File: config.mk
export PLATFORM = sky130hd
export DESIGN_NAME = rpx_rx_extract
export DESIGN_NICKNAME = d
export VERILOG_FILES = /design/src/rtl/rpx_pkg.sv /design/src/rtl/rpx_frame_ctr.sv /design/src/rtl/rpx_tagger.sv /design/src/rtl/rpx_pay_count.sv /design/src/rtl/rpx_rx_extract.sv
export SDC_FILE = /design/constraint.sdc
export NUM_CORES = 1
export LEC_CHECK = 0
export ABC_CLOCK_PERIOD_IN_PS = 3100
export BUFFER_PORTS_ARGS = -buffer_cell sky130_fd_sc_hd__clkbuf_2
export CAP_MARGIN = 20
export CORE_MARGIN = 10
export CORE_UTILIZATION = 56
export CTS_CLUSTER_SIZE = 20
export DETAILED_ROUTE_END_ITERATION = 8
export PLACE_DENSITY = 0.79
export SYNTH_ARGS = -nofsm -noshare
export SYNTH_HDL_FRONTEND = slang
export SYNTH_SLANG_ARGS = --single-unit
File: constraint.sdc
create_clock -name clk_i -period 3.1 [get_ports clk_i]
set_clock_uncertainty 0.05 [all_clocks]
set_input_delay 0.775 -clock clk_i [delete_from_list [all_inputs] [get_ports clk_i]]
set_output_delay 0.775 -clock clk_i [all_outputs]
set_load 0.02 [all_outputs]
File: src/rtl/rpx_pkg.sv
package rpx_pkg;
  localparam int SYNC_BITS_D  = 14;
  localparam int PAY_SHORT_D  = 4688;
  localparam int PAY_LONG_D   = 6992;
  localparam int STUFF_BITS_D = 4;

  typedef enum logic {
    MODE_SHORT = 1'b0,
    MODE_LONG  = 1'b1
  } frame_mode_e;
endpackage

File: src/rtl/rpx_frame_ctr.sv
module rpx_frame_ctr
  import rpx_pkg::*;
#(
  parameter int SYNC_BITS  = SYNC_BITS_D,
  parameter int PAY_SHORT  = PAY_SHORT_D,
  parameter int PAY_LONG   = PAY_LONG_D,
  parameter int STUFF_BITS = STUFF_BITS_D,
  parameter int POS_W      = 13
) (
  input  logic             clk_i,
  input  logic             rst_ni,
  input  logic             mode_i,
  input  logic             stuff_i,
  output logic [POS_W-1:0] pos_o,
  output logic [POS_W-1:0] pay_end_o,
  output logic             last_o
);
  localparam logic [POS_W-1:0] END_SHORT = POS_W'(SYNC_BITS + PAY_SHORT);
  localparam logic [POS_W-1:0] END_LONG  = POS_W'(SYNC_BITS + PAY_LONG);
  localparam logic [POS_W-1:0] STUFF_LEN = POS_W'(STUFF_BITS);

  frame_mode_e      mode_q;
  logic [POS_W-1:0] pos_q;
  logic             at_pay_end;

  assign pay_end_o  = (mode_q == MODE_LONG) ? END_LONG : END_SHORT;
  assign at_pay_end = (pos_q == pay_end_o);
  assign last_o     = (at_pay_end && !stuff_i) || (pos_q == pay_end_o + STUFF_LEN);
  assign pos_o      = pos_q;

  always_ff @(posedge clk_i) begin
    if (!rst_ni) begin
      pos_q  <= POS_W'(1);
      mode_q <= frame_mode_e'(mode_i);
    end else if (last_o) begin
      pos_q  <= POS_W'(1);
      mode_q <= frame_mode_e'(mode_i);
    end else begin
      pos_q  <= pos_q + 1'b1;
    end
  end

  a_r5_close_plain: assert property (@(posedge clk_i) disable iff (!rst_ni)
    (at_pay_end && !stuff_i) |=> (pos_q == POS_W'(1)));
  a_r5_enter_stuff: assert property (@(posedge clk_i) disable iff (!rst_ni)
    (at_pay_end && stuff_i) |=> (pos_q == $past(pay_end_o) + 1'b1));
  a_r5_bound: assert property (@(posedge clk_i) disable iff (!rst_ni)
    (pos_q != '0) && (pos_q <= pay_end_o + STUFF_LEN));
  a_r9_mode_hold: assert property (@(posedge clk_i) disable iff (!rst_ni)
    !last_o |=> $stable(mode_q));
endmodule

File: src/rtl/rpx_tagger.sv
module rpx_tagger #(
  parameter int SYNC_BITS = 14,
  parameter int POS_W     = 13
) (
  input  logic [POS_W-1:0] pos_i,
  input  logic [POS_W-1:0] pay_end_i,
  input  logic             rx_bit_i,
  input  logic             link_act_ni,
  output logic             rx_data_o,
  output logic             ovh_stb_o,
  output logic             frame_mk_no,
  output logic             pay_vld_o
);
  localparam logic [POS_W-1:0] SYNC_END = POS_W'(SYNC_BITS);

  logic in_sync, in_stuff;

  always_comb begin
    in_sync     = (pos_i <= SYNC_END);
    in_stuff    = (pos_i > pay_end_i);
    ovh_stb_o   = in_sync || in_stuff;
    frame_mk_no = (pos_i != POS_W'(1));
    rx_data_o   = link_act_ni ? 1'b1 : rx_bit_i;
    pay_vld_o   = !ovh_stb_o && !link_act_ni;
  end
endmodule

File: src/rtl/rpx_pay_count.sv
module rpx_pay_count #(
  parameter int PAY_LONG = 6992,
  parameter int CNT_W    = 13
) (
  input  logic             clk_i,
  input  logic             rst_ni,
  input  logic             payload_i,
  input  logic             last_i,
  output logic [CNT_W-1:0] cnt_o
);
  logic [CNT_W-1:0] cnt_q;

  always_ff @(posedge clk_i) begin
    if (!rst_ni)        cnt_q <= '0;
    else if (last_i)    cnt_q <= '0;
    else if (payload_i) cnt_q <= cnt_q + 1'b1;
  end

  assign cnt_o = cnt_q;

  a_r8_cap: assert property (@(posedge clk_i) disable iff (!rst_ni)
    cnt_q <= CNT_W'(PAY_LONG));
  a_r8_step: assert property (@(posedge clk_i) disable iff (!rst_ni)
    (payload_i && !last_i) |=> (cnt_q == $past(cnt_q) + 1'b1));
endmodule

File: src/rtl/rpx_rx_extract.sv
module rpx_rx_extract
  import rpx_pkg::*;
#(
  parameter int SYNC_BITS  = SYNC_BITS_D,
  parameter int PAY_SHORT  = PAY_SHORT_D,
  parameter int PAY_LONG   = PAY_LONG_D,
  parameter int STUFF_BITS = STUFF_BITS_D,
  localparam int POS_W     = $clog2(SYNC_BITS + PAY_LONG + STUFF_BITS + 1),
  localparam int CNT_W     = $clog2(PAY_LONG + 1)
) (
  input  logic             clk_i,
  input  logic             rst_ni,
  input  logic             mode_i,
  input  logic             stuff_i,
  input  logic             rx_bit_i,
  input  logic             link_act_ni,
  output logic             rx_data_o,
  output logic             ovh_stb_o,
  output logic             frame_mk_no,
  output logic             pay_vld_o,
  output logic [CNT_W-1:0] pay_cnt_o
);
  logic [POS_W-1:0] pos, pay_end;
  logic             last;

  rpx_frame_ctr #(
    .SYNC_BITS(SYNC_BITS), .PAY_SHORT(PAY_SHORT), .PAY_LONG(PAY_LONG),
    .STUFF_BITS(STUFF_BITS), .POS_W(POS_W)
  ) u_ctr (
    .clk_i(clk_i), .rst_ni(rst_ni), .mode_i(mode_i), .stuff_i(stuff_i),
    .pos_o(pos), .pay_end_o(pay_end), .last_o(last)
  );

  rpx_tagger #(.SYNC_BITS(SYNC_BITS), .POS_W(POS_W)) u_tag (
    .pos_i(pos), .pay_end_i(pay_end), .rx_bit_i(rx_bit_i),
    .link_act_ni(link_act_ni), .rx_data_o(rx_data_o), .ovh_stb_o(ovh_stb_o),
    .frame_mk_no(frame_mk_no), .pay_vld_o(pay_vld_o)
  );

  rpx_pay_count #(.PAY_LONG(PAY_LONG), .CNT_W(CNT_W)) u_cnt (
    .clk_i(clk_i), .rst_ni(rst_ni), .payload_i(!ovh_stb_o), .last_i(last),
    .cnt_o(pay_cnt_o)
  );

  a_r3_mark_in_ovh: assert property (@(posedge clk_i) disable iff (!rst_ni)
    !frame_mk_no |-> ovh_stb_o);
  a_r3_mark_single: assert property (@(posedge clk_i) disable iff (!rst_ni)
    !frame_mk_no |=> frame_mk_no);
  a_r6_idle_high: assert property (@(posedge clk_i) disable iff (!rst_ni)
    link_act_ni |-> rx_data_o);
  a_r7_vld_gate: assert property (@(posedge clk_i) disable iff (!rst_ni)
    pay_vld_o |-> (!ovh_stb_o && !link_act_ni));
  a_r8_zero_at_mark: assert property (@(posedge clk_i) disable iff (!rst_ni)
    !frame_mk_no |-> (pay_cnt_o == '0));
  a_r4_full_count: assert property (@(posedge clk_i) disable iff (!rst_ni)
    (pos == pay_end) |-> (pay_cnt_o == CNT_W'(pay_end - POS_W'(SYNC_BITS) - 1'b1)));
endmodule

# Yosys cells after proc, flatten, opt, wreduce, memory -nomap -nowiden
# Index checks and enable logic that the tools add are counted.
# Widths: inputs -> output; s select.
[word_totals] register_bits=27 in_bits=6 output_inout_bits=17 word_cells=25
[classes] n_addsub=3 magnitude_cmp=2 eq_ne=4 n_mux=4 bitwise_logic=1 n_reduce_logical=8
[ops] cell="$add 13x1->13 const B" n=2
[ops] cell="$eq 13x13->1" n=2
[ops] cell="$add 13x3->13 const B" n=1
[ops] cell="$gt 13x13->1" n=1
[ops] cell="$le 13x4->1 const B" n=1
[ops] cell="$ne 13x1->1 const B" n=1
[ops] cell="$mux 12" n=1
[ops] cell="$logic_not 1->1" n=3
[ops] cell="$mux 1" n=3
[ops] cell="$logic_and 1x1->1" n=2
[ops] cell="$logic_or 1x1->1" n=2
[ops] cell="$ne 2x1->1 const B" n=1
[ops] cell="$reduce_or 2->1" n=1
[ops] cell="$not 1->1" n=1

# Depth between registers and ports, before layout
[depth] ltp_word=6 depth_mapped=8 ltp_nobuf=7

# By module
# From an unflattened synthesis, not the netlist that was laid out.
[hier_totals] cells_unflattened=212 hier_area_um2=1801.7
[modules_own_cells] module="rpx_frame_ctr" instances=1 cells_each=85 area_per_inst_um2=779.5 seq_area_each_um2=290.3
[modules_own_cells] module="rpx_pay_count" instances=1 cells_each=68 area_per_inst_um2=613.1 seq_area_each_um2=260.2
[modules_own_cells] module="rpx_tagger" instances=1 cells_each=58 area_per_inst_um2=405.4 seq_area_each_um2=0.0
[modules_own_cells] module="rpx_rx_extract" instances=1 cells_each=1 area_per_inst_um2=3.8 seq_area_each_um2=0.0

# Worst setup path after synthesis
# Ideal clock, no wire load.
[synth_path] kind="reg-to-output" start="register u_ctr.pos_q[6], in the netlist u_ctr.pos_o[6]" end="output pay_vld_o" arrival_time_ns=1.898 required_time_ns=2.275 path_slack_ns=0.377 stages_incl_launch_ff=7 n_path_buf=1 cell_sequence="dfxtp_1 buf_6 or4_4 or4_4 nand2_4 or2_2 nor2_1"
[synth_between] elab_chain_len=4 elab_cells_between_ends=5 classes_between="order compare: 2; reduce/logical: 3"
[synth_lines] element="start: declaration" line="rpx_frame_ctr.sv:23" source="logic [POS_W-1:0] pos_q;"
[synth_lines] element="start signal: assignment" line="rpx_frame_ctr.sv:39" source="pos_q <= pos_q + 1'b1;"
[synth_lines] element="$le 13x4->1 or $gt 13x13->1 (tied branches)" line="rpx_tagger.sv:19, rpx_tagger.sv:20"
[synth_lines] element="$logic_or 1x1->1 *" line="rpx_tagger.sv:21" source="ovh_stb_o = in_sync || in_stuff;"
[synth_lines] element="via ovh_stb_o" line="rpx_rx_extract.sv:18" source="output logic ovh_stb_o,"
[synth_lines] element="$logic_not 1->1 *" line="rpx_tagger.sv:24" source="pay_vld_o = !ovh_stb_o && !link_act_ni;"
[synth_lines] element="$logic_and 1x1->1 *" line="rpx_tagger.sv:24"
[synth_lines] element="end: declaration" line="rpx_rx_extract.sv:20" source="output logic pay_vld_o,"
# Mark *: on every way through the listed nets, which the timed path passes. The rest lies on a longest branch.

# Worst setup path after layout
[layout_path] start="register u_ctr.pos_q[6], in the netlist u_ctr.pos_o[6]" end="output pay_vld_o"
[layout_between] elab_chain_len=4 elab_cells_between_ends=5 classes_between="order compare: 2; reduce/logical: 3"
[layout_lines] element="$le 13x4->1 or $gt 13x13->1 (tied branches)" line="rpx_tagger.sv:19, rpx_tagger.sv:20"
[layout_lines] element="$logic_or 1x1->1 *" line="rpx_tagger.sv:21"
[layout_lines] element="$logic_not 1->1 *" line="rpx_tagger.sv:24"
[layout_lines] element="$logic_and 1x1->1 *" line="rpx_tagger.sv:24"
# Every way passes the cells marked *; elsewhere a longest branch is shown, timed or not.

==> run summary <==
DR vias - 1,349
Part of the cycle the worst path needs - 0.968
Hold EP - u_cnt.cnt_o[11]
Crit end category - primary output
# hold bufs at CTS - 0
Clock sink count - 27
RR Startpoint - u_ctr.mode_q
ANT cells - 0
Max VDD drop - 0.262 mV
FFs w/ async S/R, synth - 0
Sw Pwr - 133 uW
Clk_lat worst skew - 0.32 ns
ANT nets after route - 0
Critical path type - reg -> out
Setup TNS - 0 ns
DIE AREA - 5280 um2
Resize count post-CTS - 0
Nets - 209
Post-synthesis cell type count - 45
Reg2reg path depth - 7
Rows - 19
TritonCTS Buffers - 3
Logic gate share of total power - 0.075
Ordered list of cells on the worst path - or4_4 > or4_4 > nand2_4 > or2_2 > nor2_1 > clkbuf_2
CP Max Fanout - 9
Commonest non-fill, non-tap cell in the layout - dfxtp_1
Root Driver - clkbuf_4
Area of the mapped netlist - 1550 um2
RR Endpoint - u_ctr.mode_q
Slew Viols, Final - 0
GP Congestion - 0.866
Vias in the first global route - 1,248
Post-synth EDFFs - 1
Reg clk slew, reported paths - 0.15 ns
PnR worst setup slack - 0.100 ns
Vias per std cell - 5.94
Drt first pass iters - 4
Critical path's top delay family - simple AND/OR/NAND/NOR gates
# DRC - 0
Post-Syn Nets - 187
Ys flop type - dfxtp_1
Fmax - 0.333 GHz
Critical Path Start Type - register
Pin count of the biggest net entering global routing - 19
Largest cells by area after synthesis - dfxtp_1 34%, nand3_1 6.1%, ha_1 4.8%
Hold Crit Depth - 2
Yosys warning total - 0
Leak - 0.660 nW
CTS max path bufs - 2
Status - finished clean
GRT overflow - 0
Flop pwr share - 0.656
Min Tclk post-route - 3.00 ns
HP Class - reg -> reg
Max cap viols - 0
Reg area - 557 um2
Yosys top cell by area - dfxtp_1
Power Dens Cells - 324 nW/um2
Die X - 72.6 um
FF-to-FF setup slack - 0.78 ns
WP data arrival - 2.17 ns
Most frequent cells in the layout - 23 x dfxtp_1, 22 x clkbuf_2, 19 x nand3_1
I/O pin cnt - 23
Synth top area share - 0.335
FF+latch count, synth - 27
CTS tree - done
WP data required - 2.27 ns
All-Layer GR Usage - 0.120
Global-route wire length before repair - 5510 um
Least-Margin Pin Slew - 0.594 ns
Rel. slew slack - 0.603
Die height - 72.6 um
Port Buffers - 22
Wire per inst - 14.0 um
Initial Util - 0.572
Seq/Total Area, Yosys - 0.355
PnR Total Power - 552 uW
# H-tree levels - 1
Drt initial violations - 103
Area of the core - 2710 um2
# Post-CTS Setup Buffers - 0
Post-Route WL - 3180 um
Layout cells sized above 1 - 0.230
Syn Area/Cell - 8.87 um2
Final hold vios - 0
Sw Ratio - 0.241
# fillers - 238
Clk network pwr share - 0.269
Mapped Cells - 175
Cell-internal power - 419 uW
Post-Place Setup Slack - 0.422 ns
Area of the multi-input gates - 926 um2
Slowest cell on crit path - or4_4
Worst path bufs/invs - 1
Final setup violation count - 0
Area grow syn2layout - 9.84%
Largest stage delay on the critical path - 0.55 ns
HPWL Detailed - 2340 um
CP dominant cell by count - or4_4
Initial antenna violation count - 0
Hold path start - u_cnt.cnt_o[11]
==> area by class of cell <==
| type | count | share of cell area |
|---|---|---|
| Inverter | 6 | 0.0132 |
| Clock inverter | 1 | 0.00294 |
| Multi-Input combinational cell | 134 | 0.543 |
| Clock buffer | 3 | 0.0132 |
| Sequential cell | 27 | 0.327 |
| Timing Repair Buffer | 25 | 0.0778 |
| Tap cell | 31 | 0.0228 |
==> stage by stage <==
stage | instances | util | hold WS [ns] | area, um2
floorplan | 175 | - | 0.404 | 1550
detailed placement | 223 | 0.614 | 0.444 | 1670
global placement | 223 | 0.614 | 0.419 | 1670
finish | 227 | 0.629 | 0.462 | 1700
CTS | 227 | 0.625 | 0.464 | 1690
global route | 227 | 0.629 | 0.487 | 1700
==> flip-flops by register name (all words and copies together), names as in the netlist <==
signal	flops
u_cnt.cnt_o	13
u_ctr.pos_o	13
u_ctr.mode_q	1
==> power by group through the flow <==
stage | sequential (mW) | combinational, mW | clock [mW]
2_1_floorplan | 0.369 | 0.0309 | 0
6_report | 0.362 | 0.0412 | 0.149
3_3_place_gp | 0.371 | 0.0400 | 0
4_1_cts | 0.363 | 0.0417 | 0.157
3_5_place_dp | 0.371 | 0.0415 | 0
5_1_grt | 0.364 | 0.0475 | 0.171
==> cells by family (layout without fill, tap and decap cells) <==
kind of cell	after synthesis	count (layout)	share of synthesized area
AND/OR/NAND/NOR	92	92	0.354
flip-flops	27	27	0.355
AO/OA/AOI/OAI	18	18	0.0839
buffers and inverters	14	35	0.0516
XOR/XNOR	11	11	0.0621
multiplexers	7	7	0.0452
adder cells (fa/ha/maj)	6	6	0.0484
==> synth_stat cells (2+ instances only) <==
master    number
dfxtp_1       26
xor2_1         7
nor4_2         2
or4_1          3
buf_2          3
mux2i_1        7
nand3_1       19
o31ai_1        2
and3_1         7
nor2_1        16
nor3_1         2
or4_4          2
or2_2          2
o21ai_0        2
a21oi_1        5
nand4_1        5
nor4_1         4
ha_1           6
xnor2_1        4
and4_1         2
nand2_1       11
clkbuf_1       2
inv_1          6
nor3_2         3
nand3b_1       5
o21ai_1        2
or3_1          2
==> tightest hold or removal path, cell delays in order, from the launching register on <==
cell and delay (ns):
dfxtp_1 0.36, nand3_1 0.07, mux2i_1 0.06
==> layer usage <==
metal / share of wire / vias to the layer above / global-route usage / routed length [um]
met2: 0.47 / 29 / 0.192 / 1500
li1: - / 674 / - / -
met3: 0.062 / 3 / 0.0299 / 197
met5: 0 / - / 0 / 0
met4: 0.0063 / 0 / 0.0485 / 20
met1: 0.46 / 643 / 0.151 / 1460
==> worst max-delay path by stage <==
stage               slack (ns)   endpoint      startpoint  depth (start not counted)
floorplan                 0.38  pay_vld_o  u_ctr.pos_o[6]                          6
global placement          0.45  pay_vld_o  u_ctr.pos_o[6]                          6
detailed placement        0.42  pay_vld_o  u_ctr.pos_o[6]                          6
CTS                       0.05  pay_vld_o  u_ctr.pos_o[6]                          6
global route           -0.0004  pay_vld_o  u_ctr.pos_o[6]                          6
finish                    0.10  pay_vld_o  u_ctr.pos_o[6]                          6
Power figures use the tool's default switching activity.
